[src/rtl/dmac_pkg.sv]
package dmac_pkg;
    localparam int CH_N   = 4;
    localparam int CH_W   = $clog2(CH_N);
    localparam int BYTE_W = 8;
    localparam int WORD_W = 2 * BYTE_W;
    localparam int MODE_W = 6;
    localparam int CMD_W  = 3;
    localparam int IDX_W  = 4;

    typedef enum logic [IDX_W-1:0] {
        IDX_A0   = 4'd0,
        IDX_C0   = 4'd1,
        IDX_A1   = 4'd2,
        IDX_C1   = 4'd3,
        IDX_A2   = 4'd4,
        IDX_C2   = 4'd5,
        IDX_A3   = 4'd6,
        IDX_C3   = 4'd7,
        IDX_CMD  = 4'd8,
        IDX_REQ  = 4'd9,
        IDX_MSK1 = 4'd10,
        IDX_MODE = 4'd11,
        IDX_PCLR = 4'd12,
        IDX_TMP  = 4'd13,
        IDX_MCLR = 4'd14,
        IDX_MALL = 4'd15
    } reg_idx_e;

    typedef enum logic {
        PTR_LO = 1'b0,
        PTR_HI = 1'b1
    } ptr_state_e;

    typedef struct packed {
        logic [1:0] xfer_mode;
        logic       dec;
        logic       autoinit;
        logic [1:0] xfer_type;
    } chan_mode_t;
endpackage

[src/rtl/dmac_byte_ptr.sv]
module dmac_byte_ptr
    import dmac_pkg::*;
(
    input  logic clk,
    input  logic rst_n,
    input  logic step,
    input  logic clr,
    output logic hi_sel
);
    ptr_state_e state_q, state_d;

    always_comb begin
        state_d = state_q;
        unique case (state_q)
            PTR_LO: begin
                if (clr)       state_d = PTR_LO;
                else if (step) state_d = PTR_HI;
            end
            PTR_HI: begin
                if (clr)       state_d = PTR_LO;
                else if (step) state_d = PTR_LO;
            end
        endcase
    end

    always_ff @(posedge clk) begin
        if (!rst_n) state_q <= PTR_LO;
        else        state_q <= state_d;
    end

    always_comb begin
        hi_sel = (state_q == PTR_HI);
    end

    assert_ptr_step_R2: assert property (@(posedge clk) disable iff (!rst_n)
        (step && !clr) |=> (hi_sel != $past(hi_sel)));

    assert_ptr_clear_R4: assert property (@(posedge clk) disable iff (!rst_n)
        clr |=> !hi_sel);
endmodule

[src/rtl/dmac_ctrl_regs.sv]
module dmac_ctrl_regs
    import dmac_pkg::*;
(
    input  logic              clk,
    input  logic              rst_n,
    input  logic              cmd_we,
    input  logic              tmp_we,
    input  logic [BYTE_W-1:0] wdata,
    output logic [CMD_W-1:0]  cmd,
    output logic [BYTE_W-1:0] tmp
);
    always_ff @(posedge clk) begin
        if (!rst_n) begin
            cmd <= '0;
            tmp <= '0;
        end else begin
            if (cmd_we) cmd <= wdata[CMD_W-1:0];
            if (tmp_we) tmp <= wdata;
        end
    end

    assert_cmd_keep_R6: assert property (@(posedge clk) disable iff (!rst_n)
        cmd_we |=> (cmd == $past(wdata[CMD_W-1:0])));

    assert_tmp_store_R12: assert property (@(posedge clk) disable iff (!rst_n)
        tmp_we |=> (tmp == $past(wdata)));
endmodule

[src/rtl/dmac_chan_regs.sv]
module dmac_chan_regs
    import dmac_pkg::*;
(
    input  logic              clk,
    input  logic              rst_n,
    input  logic              addr_we,
    input  logic              cnt_we,
    input  logic              hi_sel,
    input  logic [BYTE_W-1:0] wdata,
    input  logic              mode_we,
    input  chan_mode_t        mode_in,
    input  logic              mask_we,
    input  logic              mask_in,
    input  logic              req_we,
    input  logic              req_in,
    input  logic              eng_we,
    input  logic [WORD_W-1:0] eng_addr,
    input  logic [WORD_W-1:0] eng_cnt,
    input  logic              tc_in,
    input  logic              tc_clr,
    output logic [WORD_W-1:0] cur_addr,
    output logic [WORD_W-1:0] cur_cnt,
    output chan_mode_t        mode,
    output logic              mask,
    output logic              req,
    output logic              tc_flag
);
    logic [WORD_W-1:0] base_addr, base_cnt;
    logic              reload;

    function automatic logic [WORD_W-1:0] put_byte(
        input logic [WORD_W-1:0] word,
        input logic              hi,
        input logic [BYTE_W-1:0] b
    );
        logic [WORD_W-1:0] r;
        r = word;
        if (hi) r[WORD_W-1:BYTE_W] = b;
        else    r[BYTE_W-1:0]      = b;
        return r;
    endfunction

    always_comb begin
        reload = tc_in && mode.autoinit;
    end

    always_ff @(posedge clk) begin
        if (!rst_n) begin
            base_addr <= '0;
            base_cnt  <= '0;
            cur_addr  <= '0;
            cur_cnt   <= '0;
            mode      <= '0;
            mask      <= 1'b1;
            req       <= 1'b0;
            tc_flag   <= 1'b0;
        end else begin
            if (addr_we) begin
                base_addr <= put_byte(base_addr, hi_sel, wdata);
                cur_addr  <= put_byte(cur_addr, hi_sel, wdata);
            end else if (reload) begin
                cur_addr <= base_addr;
            end else if (eng_we) begin
                cur_addr <= eng_addr;
            end

            if (cnt_we) begin
                base_cnt <= put_byte(base_cnt, hi_sel, wdata);
                cur_cnt  <= put_byte(cur_cnt, hi_sel, wdata);
            end else if (reload) begin
                cur_cnt <= base_cnt;
            end else if (eng_we) begin
                cur_cnt <= eng_cnt;
            end

            if (mode_we) mode <= mode_in;

            if (tc_in && !mode.autoinit) mask <= 1'b1;
            else if (mask_we)            mask <= mask_in;

            if (req_we) req <= req_in;

            if (tc_in)       tc_flag <= 1'b1;
            else if (tc_clr) tc_flag <= 1'b0;
        end
    end

    assert_tc_flag_R10: assert property (@(posedge clk) disable iff (!rst_n)
        tc_in |=> tc_flag);

    assert_tc_mask_R10: assert property (@(posedge clk) disable iff (!rst_n)
        (tc_in && !mode.autoinit) |=> mask);

    assert_tc_reload_R10: assert property (@(posedge clk) disable iff (!rst_n)
        (tc_in && mode.autoinit && !addr_we) |=> (cur_addr == $past(base_addr)));

    assert_eng_update_R11: assert property (@(posedge clk) disable iff (!rst_n)
        (eng_we && !tc_in && !cnt_we) |=> (cur_cnt == $past(eng_cnt)));

    assert_flag_clear_R9: assert property (@(posedge clk) disable iff (!rst_n)
        (tc_clr && !tc_in) |=> !tc_flag);
endmodule

[src/rtl/dmac_reg_block.sv]
module dmac_reg_block
    import dmac_pkg::*;
(
    input  logic                     clk,
    input  logic                     rst_n,
    input  logic [IDX_W-1:0]         host_idx,
    input  logic [BYTE_W-1:0]        host_wdata,
    input  logic                     host_wr,
    input  logic                     host_rd,
    output logic [BYTE_W-1:0]        host_rdata,
    input  logic [CH_N-1:0]          tc_pulse,
    input  logic                     eng_upd,
    input  logic [CH_W-1:0]          eng_ch,
    input  logic [WORD_W-1:0]        eng_addr,
    input  logic [WORD_W-1:0]        eng_cnt,
    output logic [CH_N*MODE_W-1:0]   ch_mode,
    output logic [CH_N-1:0]          ch_mask,
    output logic [CH_N-1:0]          ch_req,
    output logic                     cmd_memcopy,
    output logic                     cmd_hold0,
    output logic                     cmd_disable,
    output logic [CH_N*WORD_W-1:0]   cur_addr,
    output logic [CH_N*WORD_W-1:0]   cur_count
);
    reg_idx_e           idx;
    logic               rd_act;
    logic               word_sel;
    logic [CH_W-1:0]    word_ch;
    logic               is_cnt;
    logic               hi_sel;
    logic               wo_idx;
    logic [CH_W-1:0]    data_ch;
    logic [CMD_W-1:0]   cmd;
    logic [BYTE_W-1:0]  tmp;
    logic [CH_N-1:0]    tc_vec;
    logic [WORD_W-1:0]  a_arr [CH_N];
    logic [WORD_W-1:0]  c_arr [CH_N];
    logic [WORD_W-1:0]  sel_word;

    always_comb begin
        idx      = reg_idx_e'(host_idx);
        rd_act   = host_rd && !host_wr;
        word_sel = !host_idx[IDX_W-1];
        word_ch  = host_idx[CH_W:1];
        is_cnt   = host_idx[0];
        data_ch  = host_wdata[CH_W-1:0];
        wo_idx   = (idx == IDX_REQ) || (idx == IDX_MSK1) || (idx == IDX_MODE) ||
                   (idx == IDX_PCLR) || (idx == IDX_MCLR) || (idx == IDX_MALL);
    end

    dmac_byte_ptr u_ptr (
        .clk    (clk),
        .rst_n  (rst_n),
        .step   ((host_wr || rd_act) && word_sel),
        .clr    (host_wr && (idx == IDX_PCLR)),
        .hi_sel (hi_sel)
    );

    dmac_ctrl_regs u_ctrl (
        .clk    (clk),
        .rst_n  (rst_n),
        .cmd_we (host_wr && (idx == IDX_CMD)),
        .tmp_we (host_wr && (idx == IDX_TMP)),
        .wdata  (host_wdata),
        .cmd    (cmd),
        .tmp    (tmp)
    );

    assign cmd_memcopy = cmd[0];
    assign cmd_hold0   = cmd[1];
    assign cmd_disable = cmd[2];

    for (genvar g = 0; g < CH_N; g++) begin : g_chan
        logic       addr_we, cnt_we, mode_we, mask_we, mask_in, req_we;
        chan_mode_t mode_g;

        always_comb begin
            addr_we = host_wr && word_sel && (word_ch == CH_W'(g)) && !is_cnt;
            cnt_we  = host_wr && word_sel && (word_ch == CH_W'(g)) && is_cnt;
            mode_we = host_wr && (idx == IDX_MODE) && (data_ch == CH_W'(g));
            req_we  = host_wr && (idx == IDX_REQ) && (data_ch == CH_W'(g));
            mask_we = 1'b0;
            mask_in = 1'b0;
            if (host_wr) begin
                unique case (idx)
                    IDX_MSK1: begin
                        mask_we = (data_ch == CH_W'(g));
                        mask_in = host_wdata[CH_W];
                    end
                    IDX_MCLR: begin
                        mask_we = 1'b1;
                        mask_in = 1'b0;
                    end
                    IDX_MALL: begin
                        mask_we = 1'b1;
                        mask_in = host_wdata[g];
                    end
                    default: ;
                endcase
            end
        end

        dmac_chan_regs u_chan (
            .clk      (clk),
            .rst_n    (rst_n),
            .addr_we  (addr_we),
            .cnt_we   (cnt_we),
            .hi_sel   (hi_sel),
            .wdata    (host_wdata),
            .mode_we  (mode_we),
            .mode_in  (chan_mode_t'(host_wdata[BYTE_W-1:BYTE_W-MODE_W])),
            .mask_we  (mask_we),
            .mask_in  (mask_in),
            .req_we   (req_we),
            .req_in   (host_wdata[CH_W]),
            .eng_we   (eng_upd && (eng_ch == CH_W'(g))),
            .eng_addr (eng_addr),
            .eng_cnt  (eng_cnt),
            .tc_in    (tc_pulse[g]),
            .tc_clr   (rd_act && (idx == IDX_CMD)),
            .cur_addr (a_arr[g]),
            .cur_cnt  (c_arr[g]),
            .mode     (mode_g),
            .mask     (ch_mask[g]),
            .req      (ch_req[g]),
            .tc_flag  (tc_vec[g])
        );

        assign ch_mode[g*MODE_W +: MODE_W]    = mode_g;
        assign cur_addr[g*WORD_W +: WORD_W]   = a_arr[g];
        assign cur_count[g*WORD_W +: WORD_W]  = c_arr[g];
    end

    always_comb begin
        sel_word   = is_cnt ? c_arr[word_ch] : a_arr[word_ch];
        host_rdata = '1;
        if (word_sel) begin
            host_rdata = hi_sel ? sel_word[WORD_W-1:BYTE_W] : sel_word[BYTE_W-1:0];
        end else if (idx == IDX_CMD) begin
            host_rdata = {ch_req, tc_vec};
        end else if (idx == IDX_TMP) begin
            host_rdata = tmp;
        end
    end

    assert_wo_read_R13: assert property (@(posedge clk) disable iff (!rst_n)
        (rd_act && wo_idx) |-> (host_rdata == '1));

    assert_status_clear_R9: assert property (@(posedge clk) disable iff (!rst_n)
        (rd_act && (idx == IDX_CMD) && (tc_pulse == '0)) |=> (tc_vec == '0));
endmodule

[config.mk]
export PLATFORM = sky130hd
export DESIGN_NAME = dmac_reg_block
export DESIGN_NICKNAME = d
export VERILOG_FILES = /design/src/rtl/dmac_pkg.sv /design/src/rtl/dmac_byte_ptr.sv /design/src/rtl/dmac_ctrl_regs.sv /design/src/rtl/dmac_chan_regs.sv /design/src/rtl/dmac_reg_block.sv
export SDC_FILE = /design/constraint.sdc
export NUM_CORES = 1
export LEC_CHECK = 0
export ABC_AREA = 0
export BUFFER_PORTS_ARGS = -buffer_cell sky130_fd_sc_hd__clkbuf_2
export CAP_MARGIN = 5
export CORE_UTILIZATION = 42
export DETAILED_ROUTE_END_ITERATION = 10
export MAX_ROUTING_LAYER = met4
export PLACE_DENSITY = 0.62
export SYNTH_ARGS = -nofsm -noshare
export SYNTH_HDL_FRONTEND = slang
export SYNTH_HIERARCHICAL = 1
export SYNTH_SLANG_ARGS = --single-unit
export TNS_END_PERCENT = 50
[constraint.sdc]
create_clock -name clk -period 4.1 [get_ports clk]
set_input_delay 0.205 -clock clk [delete_from_list [all_inputs] [get_ports clk]]
set_output_delay 0.205 -clock clk [all_outputs]
set_load 0.02 [all_outputs]
==> results of run 1 <==
[metal layers]
| metal | vias up | track usage | share of wire |
|---|---|---|---|
| met5 | - | - | 0 |
| met4 | 0 | 0.122 | 0.041 |
| met3 | 111 | 0.0538 | 0.076 |
| met2 | 586 | 0.458 | 0.44 |
| met1 | 6672 | 0.408 | 0.44 |
| li1 | 6379 | - | - |
[critical path, stage by stage (launching register included)]
cell and delay, ns:
sky130_fd_sc_hd__dfxtp_1 0.54, sky130_fd_sc_hd__buf_4 0.46, sky130_fd_sc_hd__nor2b_1 0.33, sky130_fd_sc_hd__nand2_1 0.22, sky130_fd_sc_hd__o22ai_1 0.37, sky130_fd_sc_hd__nor2_1 0.09, sky130_fd_sc_hd__clkbuf_2 0.17
[flip-flops by register name (all words and copies together) (netlist names)]
| name | flops |
|---|---|
| g_chan.u_chan/tc_flag | 4 |
| g_chan.u_chan/mode | 24 |
| g_chan.u_chan/base_cnt | 64 |
| g_chan.u_chan/cur_cnt | 64 |
| g_chan.u_chan/base_addr | 64 |
| g_chan.u_chan/mask | 4 |
| g_chan.u_chan/cur_addr | 64 |
| g_chan.u_chan/req | 4 |
| u_ctrl/cmd | 3 |
| u_ctrl/tmp | 8 |
| u_ptr/hi_sel | 1 |
[final timing paths]
check,startpoint,endpoint,cells after the start
setup / recovery,u_ptr/hi_sel,host_rdata[6],6
hold / removal,tc_pulse[1],g_chan[1].u_chan/tc_flag,2
setup reg to reg,u_ptr/hi_sel,g_chan[3].u_chan/cur_cnt[8],6
hold reg to reg,g_chan[2].u_chan/base_cnt[3],g_chan[2].u_chan/base_cnt[3],2
[cells by family (layout without fill, tap and decap cells)]
group / after synthesis / in the layout
buf+inv: 120 / 309
xor+xnor: 1 / 1
other cells: 0 / 3
mux: 211 / 211
flops: 304 / 304
compound gates: 439 / 439
simple gates: 640 / 640
[report_power, final]
part / leakage, uW / total (uW) / switching (uW) / internal (uW)
sequential: 0.00246 / 3120 / 95.6 / 3030
clock: 0.000540 / 3090 / 1280 / 1820
combinational: 0.00346 / 814 / 517 / 297
[through the flow]
stage / power, uW / hold slack [ns] / util
after floorplan: 3620 / 0.329 / -
after global placement: 3970 / 0.449 / 0.461
after detailed placement: 3980 / 0.458 / 0.461
after CTS: 7050 / 0.0474 / 0.491
after global routing: 7240 / 0.0603 / 0.491
final: 7030 / 0.0569 / 0.491
[layout make-up]
class	count	area (sq um)	share of cell area
inverters	3	11.3	0.000626
multi-input cells	1291	8880	0.494
clock buffers	51	996	0.0554
clock inverters	9	113	0.00626
flip-flops and latches	304	6090	0.338
repair buffers	246	1300	0.0724
well taps	468	586	0.0326
diodes	3	7.51	0.000417
[synth_stat cells, drive strengths merged]
cell type  instances
nand2            430
dfxtp            304
a21boi           259
mux2             137
o211ai           128
nand2b            80
clkbuf            63
buf               54
nor2b             53
nor2              46
mux2i             43
mux4              31
and2              12
o22a               9
a211o              8
a211oi             8
nand3              8
o32ai              7
o22ai              6
o21ai              5
o21a               4
inv                3
nor3               3
a21oi              2
nand4              2
nor3b              2
or2                2
and3               1
nor4bb             1
o211a              1
o221ai             1
o31ai              1
xnor2              1
==> results.md, run 1 <==
- finished clean — run status
- 171 — pin count of the biggest net entering global routing
- 0 — grt total ovfl
- 0.183 — basic-gate share of the synthesized area counting and, or, nand and nor cells
- 0.306 — global-route usage over all layers
- 16900 sq um — post-place instance area
- 0.00647 uW — Pleak
- 0 — number of endpoints with negative hold slack in the final report
- 13021 — vias in the first global route
- 9.09 sq um — synthesized area divided by synthesized cell count
- 3 — number of antenna violations at the first check in global routing
- 0 — adder-cell share of the synthesized area
- 426 x sky130_fd_sc_hd__nand2_1, 304 x sky130_fd_sc_hd__dfxtp_1, 224 x sky130_fd_sc_hd__clkbuf_2 — leading cell types in the layout, fill and taps excluded
- 195 um — die outline width
- 0.06 ns — clock slew seen by the registers of the worst setup and hold paths
- 1770 — nets in the synthesized netlist
- 1.26 ns — dpl ws
- 37900 sq um — area enclosed by the die boundary
- 1306 — Starting DRT DRC Count
- 2.95 ns — final critical-path required period
- sky130_fd_sc_hd__dfxtp_1 39%, sky130_fd_sc_hd__nand2_1 10%, sky130_fd_sc_hd__mux2_2 9.6%, sky130_fd_sc_hd__a21boi_0 6.3%, sky130_fd_sc_hd__a21boi_1 6.2% — top cells by area, synth
- 304 — Num Clock Sinks
- output pin — Setup crit end kind
- 225 — Port Buffer Count
- 15600 sq um — area of the mapped netlist
- 0.390 — portion of the post-synthesis area used by sequential elements
- 0 — residual antenna-violating net count after detailed routing
- 0.173 — share of cell area taken by muxes after synthesis
- 70 — number of rows in the core area
- 0.390 — area share of the largest cell type after synthesis
- 2312 — instance count after placement with tap cells included
- 1715 — Syn Inst Count
- 3 — Max Buffers Root-to-Sink
- 41700 um — HPWL after detailed placement
- 0.000259 V — peak supply drop
- 18000 sq um — fin area
- 0 ns — total negative slack
- 0.945 ns — measured slew at the worst slew-check pin
- 0 — count of max-cap constraint violations
- 2.74 ns — data arrival time of the critical path
- 35 — clock buffers created by TritonCTS
- 0 — number of setup violations in the final report
- 1.15 ns — Final Worst Setup Slack
- 0.000562 — fraction of synthesized cell area in xor and xnor cells
- 1936 — post-layout net count
- 0 — final slew viol count
- 0 — count of hold buffers inserted by post-cts repair
- 44 — distinct cell type count after synthesis
- 0 — Resized cells post-CTS
- 13748 — number of vias after detailed routing
- sky130_fd_sc_hd__nand2_1 — most common cell after layout, fill and taps aside
- 0 — buffers inserted during post-CTS setup optimization
- 1.04 — GP Congestion
- 1.86 ns — r2r setup slk
- 0 — remaining routing DRC violations
- 391 nW/um^2 — cell area power density
- 36600 sq um — core area
- 15.3% — layout-stage area growth over the synthesis result
- 84400 um — first-pass GRT wire length
- 0.426 — effective utilization at floorplan
- 3.89 ns — required arrival time at the worst endpoint
- 2375 — filler-free cell count of the finished design
- sky130_fd_sc_hd__clkbuf_16 — CTS root buffer
- 24.1 um — post-DR wirelength/cell
- 0.368 — tightest slew margin relative to the limit
- 0.53 ns — clock latency reported for the late side of the worst-skew pair
- 226 — boundary pin count
- 339 MHz — maximum clock rate
- 0.212 — Compound-Gate Fraction of Synth Area
- 57400 um — Detailed Route WL
- 0.251 — layout cells sized above 1
- 195 um — chip height
- 2 — H-Tree Depth
- sky130_fd_sc_hd__dfxtp_1 — library cell with the largest summed area after synthesis
- register — Setup crit start kind
- 6 — number of synthesis warnings
- no — unrepaired setup endpoints after global routing
- 35 — crit-path max FO
- in -> reg — worst min path class
- 0.718 — final period utilization
- 304 — post-synthesis register bit count
- 6 — Detailed Routing Iterations Pass 1
- reg -> out — Crit Path Category
- 5.79 — routed via count divided by cell count
- built — CTS tree
- 3468 — FILL cells
- compound AO/OA/AOI/OAI gates — largest family of logic cells by synthesized area
- 0.00950 ns — Clock Skew
Note: power is estimated with default switching activity, not from simulation.
==> run 2, diff against run 1 <==
- ABC_AREA: 0 -> 1
- PLACE_DENSITY: 0.62 -> 0.61
- clock period: 4.1 -> 3.1 ns (I/O delays scaled with it)
==> run 2 against run 1 <==
First-iteration DRC count up 75%. Sequential share of layout area down 3.0 points. Hold slack better by 0.038 ns. Highest routed layer unchanged. Critical endpoint is now host_rdata[1].
==> results.md, run 2 <==
- in -> out — Crit Path Category, was reg -> out
- sky130_fd_sc_hd__dfxtp_1 — predominant post-synthesis flop cell, unchanged
- 17300 sq um — area of the mapped netlist, was 15600 sq um
- 104000 um — first-pass GRT wire length, was 84400 um
- 6090 sq um — Seq. cell area, unchanged
- 0 ns — total negative slack, unchanged
- 26 — distinct cell type count after synthesis, was 44
- 304 — post-synthesis register bit count, unchanged
- 40200 sq um — core area, was 36600 sq um
- 9090 sq um — multi-input logic area, was 8880 sq um
- 4293 — FILL cells, was 3468
- 888 x sky130_fd_sc_hd__nand2_1, 841 x sky130_fd_sc_hd__nor2_1, 322 x sky130_fd_sc_hd__inv_1 — leading cell types in the layout, fill and taps excluded, was 426 x sky130_fd_sc_hd__nand2_1, 304 x sky130_fd_sc_hd__dfxtp_1, 224 x sky130_fd_sc_hd__clkbuf_2
- 0 — count of max-cap constraint violations, unchanged
- 1.18 ns — r2r setup slk, was 1.86 ns
- g_chan[3].u_chan/cur_cnt[1] — worst reg2reg path endpoint, was g_chan[3].u_chan/cur_cnt[8]
- 5 — Hold Crit Depth, was 2
- 0.352 — portion of the post-synthesis area used by sequential elements, was 0.390
- 205 um — die outline width, was 195 um
- 0 — Resized cells post-CTS, unchanged
- 0.123 — layout cells sized above 1, was 0.251
- sky130_fd_sc_hd__nand2_1 — most common cell in the netlist, unchanged
- 6 — number of synthesis warnings, unchanged
- 19.4 um — post-DR wirelength/cell, was 24.1 um
- 0 — residual antenna-violating net count after detailed routing, unchanged
- 39 — crit-path max FO, was 35
- sky130_fd_sc_hd__dfxtp_1 35%, sky130_fd_sc_hd__nand2_1 19%, sky130_fd_sc_hd__nor2_1 18%, sky130_fd_sc_hd__inv_1 7.0%, sky130_fd_sc_hd__nand3_1 5.2% — top cells by area, synth, was sky130_fd_sc_hd__dfxtp_1 39%, sky130_fd_sc_hd__nand2_1 10%, sky130_fd_sc_hd__mux2_2 9.6%, sky130_fd_sc_hd__a21boi_0 6.3%, sky130_fd_sc_hd__a21boi_1 6.2%
- 3 — Max Buffers Root-to-Sink, unchanged
- u_ptr/hi_sel — Hold Path Sink, was g_chan[1].u_chan/tc_flag
- output pin — Setup crit end kind, unchanged
- 0.491 — Core Util, Final, about the same
- 0 — number of enable-type register cells in the synthesized netlist, unchanged
- no — unrepaired setup endpoints after global routing, unchanged
- 3181 — post-layout net count, was 1936
- 51300 um — HPWL after detailed placement, was 41700 um
- sky130_fd_sc_hd__dfxtp_1 — library cell with the largest summed area after synthesis, unchanged
- 0 — number of endpoints with negative hold slack in the final report, unchanged
- 0.352 — area share of the largest cell type after synthesis, was 0.390
- 2 — H-Tree Depth, unchanged
- 226 — boundary pin count, unchanged
- sky130_fd_sc_hd__clkbuf_16 — CTS root buffer, unchanged
- 0 — Post-synth ARST share, unchanged
- 6090 um — Met3 Wirelength, was 4370 um
- 2.11 ns — data arrival time of the critical path, was 2.74 ns
- 6 — Detailed Routing Iterations Pass 1, unchanged
- 0.0107 uW — Pleak, was 0.00647 uW
- 0.201 — tightest slew margin relative to the limit, was 0.368
- 31200 um — wire length on met2, was 25300 um
- 0 — remaining routing DRC violations, unchanged
- 31100 um — wire length the detailed router placed on met1, was 25400 um
- primary input — Setup crit start kind, was register
- 205 um — chip height, was 195 um
- 0.000444 V — peak supply drop, was 0.000259 V
- 888 x sky130_fd_sc_hd__nand2_1, 841 x sky130_fd_sc_hd__nor2_1, 322 x sky130_fd_sc_hd__inv_1, 304 x sky130_fd_sc_hd__dfxtp_1, 180 x sky130_fd_sc_hd__nand3_1 — Commonest cells post-synth, was 426 x sky130_fd_sc_hd__nand2_1, 304 x sky130_fd_sc_hd__dfxtp_1, 133 x sky130_fd_sc_hd__mux2_2, 131 x sky130_fd_sc_hd__a21boi_0
- 0 — final slew viol count, unchanged
- 0 — number of setup violations in the final report, unchanged
- 73 — number of rows in the core area, was 70
- 509 nW/um^2 — cell area power density, was 391 nW/um^2
- 2.94 ns — required arrival time at the worst endpoint, was 3.89 ns
- 112 — pin count of the biggest net entering global routing, was 171
- 71200 um — Detailed Route WL, was 57400 um
- 0.05 ns — clock slew seen by the registers of the worst setup and hold paths, was 0.06 ns
- 1.01 — GP Congestion, was 1.04
- 225 — Port Buffer Count, unchanged
- 1.20 ns — measured slew at the worst slew-check pin, was 0.945 ns
- met4 — Top Layer Used, unchanged
- 42000 sq um — area enclosed by the die boundary, was 37900 sq um
- g_chan[3].u_chan/mode[2] — Critical R2R Launch, was u_ptr/hi_sel
- 2285 — Starting DRT DRC Count, was 1306
- 5.86 sq um — synthesized area divided by synthesized cell count, was 9.09 sq um
- 5.15 — routed via count divided by cell count, was 5.79
- 2.27 ns — final critical-path required period
- 441 MHz — maximum clock rate
- built — CTS tree, unchanged
- 2952 — Syn Inst Count, was 1715
- 0.56 ns — clock latency reported for the late side of the worst-skew pair, was 0.53 ns
- 6 — depth of the worst register-to-register path, unchanged
- finished clean — run status, unchanged
- 0.0209 ns — Clock Skew, was 0.00950 ns
- 0.731 — final period utilization
- 0.346 — global-route usage over all layers, was 0.306
- sky130_fd_sc_hd__nand2_1 — most common cell after layout, fill and taps aside, unchanged
- in -> reg — worst min path class, unchanged
- 17185 — vias in the first global route, was 13021
- 3007 — nets in the synthesized netlist, was 1770
- 304 — Num Clock Sinks, unchanged
- 0 — grt total ovfl, unchanged
- 14.0% — layout-stage area growth over the synthesis result, was 15.3%
- 18929 — number of vias after detailed routing, was 13748
- 37 — clock buffers created by TritonCTS, was 35
- host_rd — launch point of the worst hold path, was tc_pulse[1]
- 0 — number of antenna violations at the first check in global routing, was 3
- 0.430 — effective utilization at floorplan, was 0.426
run 2: changes by cell type after synthesis, moves of 25 or more:
cell / before / now
sky130_fd_sc_hd__nor2b_1: 53 / 0
sky130_fd_sc_hd__nand2_1: 426 / 888
sky130_fd_sc_hd__o211ai_1: 128 / 0
sky130_fd_sc_hd__nand2_4: 0 / 25
sky130_fd_sc_hd__a21boi_0: 131 / 0
sky130_fd_sc_hd__a21boi_1: 128 / 0
sky130_fd_sc_hd__o21ai_0: 5 / 158
sky130_fd_sc_hd__nand3_1: 8 / 180
sky130_fd_sc_hd__mux2_2: 133 / 0
sky130_fd_sc_hd__nor2_1: 34 / 841
sky130_fd_sc_hd__nand2b_1: 80 / 0
sky130_fd_sc_hd__inv_1: 3 / 322
sky130_fd_sc_hd__mux2i_1: 43 / 4
run 2: routing by layer:
layer / vias up / global-route usage
met5: - / -
met4: 0 / 0.135
met3: 139 / 0.0546
met2: 878 / 0.528
met1: 8666 / 0.457
li1: 9246 / -
run 2: critical path: stages:
cell                       delay, ns
sky130_fd_sc_hd__clkbuf_2       0.28
sky130_fd_sc_hd__inv_6          0.35
sky130_fd_sc_hd__buf_4          0.31
sky130_fd_sc_hd__nand2_1        0.08
sky130_fd_sc_hd__nand2_1        0.15
sky130_fd_sc_hd__nand2_1        0.10
sky130_fd_sc_hd__nand3_1        0.09
sky130_fd_sc_hd__nand3_1        0.08
sky130_fd_sc_hd__nand2_1        0.13
sky130_fd_sc_hd__nand2_1        0.10
sky130_fd_sc_hd__nand2_1        0.09
sky130_fd_sc_hd__clkbuf_2       0.16
run 2: kinds of logic after synthesis:
family	synth area share
DFF	0.352
muxes	0.00232
AOI/OAI and AO/OA	0.0573
and+or+nand+nor	0.465
buffers and inverters	0.123
run 2: report_power, final:
part	total [uW]	internal, uW	switching, uW
Clock	4170	2390	1780
Combinational	1610	464	1150
Sequential	4260	4060	195
run 2: through the flow:
stage                     std cells  total power (uW)  worst slack (ns)  instance area (sq um)  hold WS [ns]
final                          3678             10000             0.834                  19700        0.0951
after floorplan                2952              5240              1.18                  17300         0.272
after CTS                      3677             10100             0.886                  19700        0.0614
after detailed placement       3608              5910             0.397                  18500         0.444
after global placement         3608              5890             0.424                  18500         0.436
after global routing           3677             10400             0.685                  19700         0.126
run 2: area by class of cell:
cell class | instances | area share
Multi-Input combinational cell | 2182 | 0.461
Sequential cell | 304 | 0.309
Timing Repair Buffer | 270 | 0.0765
Inverter | 331 | 0.0633
Clock buffer | 53 | 0.0520
Tap cell | 525 | 0.0333
Clock inverter | 12 | 0.00508
Antenna cell | 1 | 0.000127
run 2: worst max-delay path by stage:
| stage | end | cells after the start | startpoint | slack [ns] |
|---|---|---|---|---|
| 6_report | host_rdata[1] | 12 | host_idx[1] | 0.83 |
| 3_5_place_dp | g_chan[0].u_chan/cur_cnt[1] | 10 | host_idx[3] | 0.40 |
| 4_1_cts | host_rdata[7] | 12 | host_idx[1] | 0.89 |
| 2_1_floorplan | g_chan[0].u_chan/cur_addr[0] | 11 | host_idx[3] | 1.18 |
| 3_3_place_gp | g_chan[0].u_chan/cur_cnt[1] | 10 | host_idx[3] | 0.42 |
| 5_1_grt | g_chan[0].u_chan/cur_cnt[4] | 10 | host_idx[3] | 0.68 |
run 2: timing repair:
item / CTS / global route
endpoints found under the hold margin: 7 / 0
hold buffers: 4 / 0
buffers inserted: 0 / 0
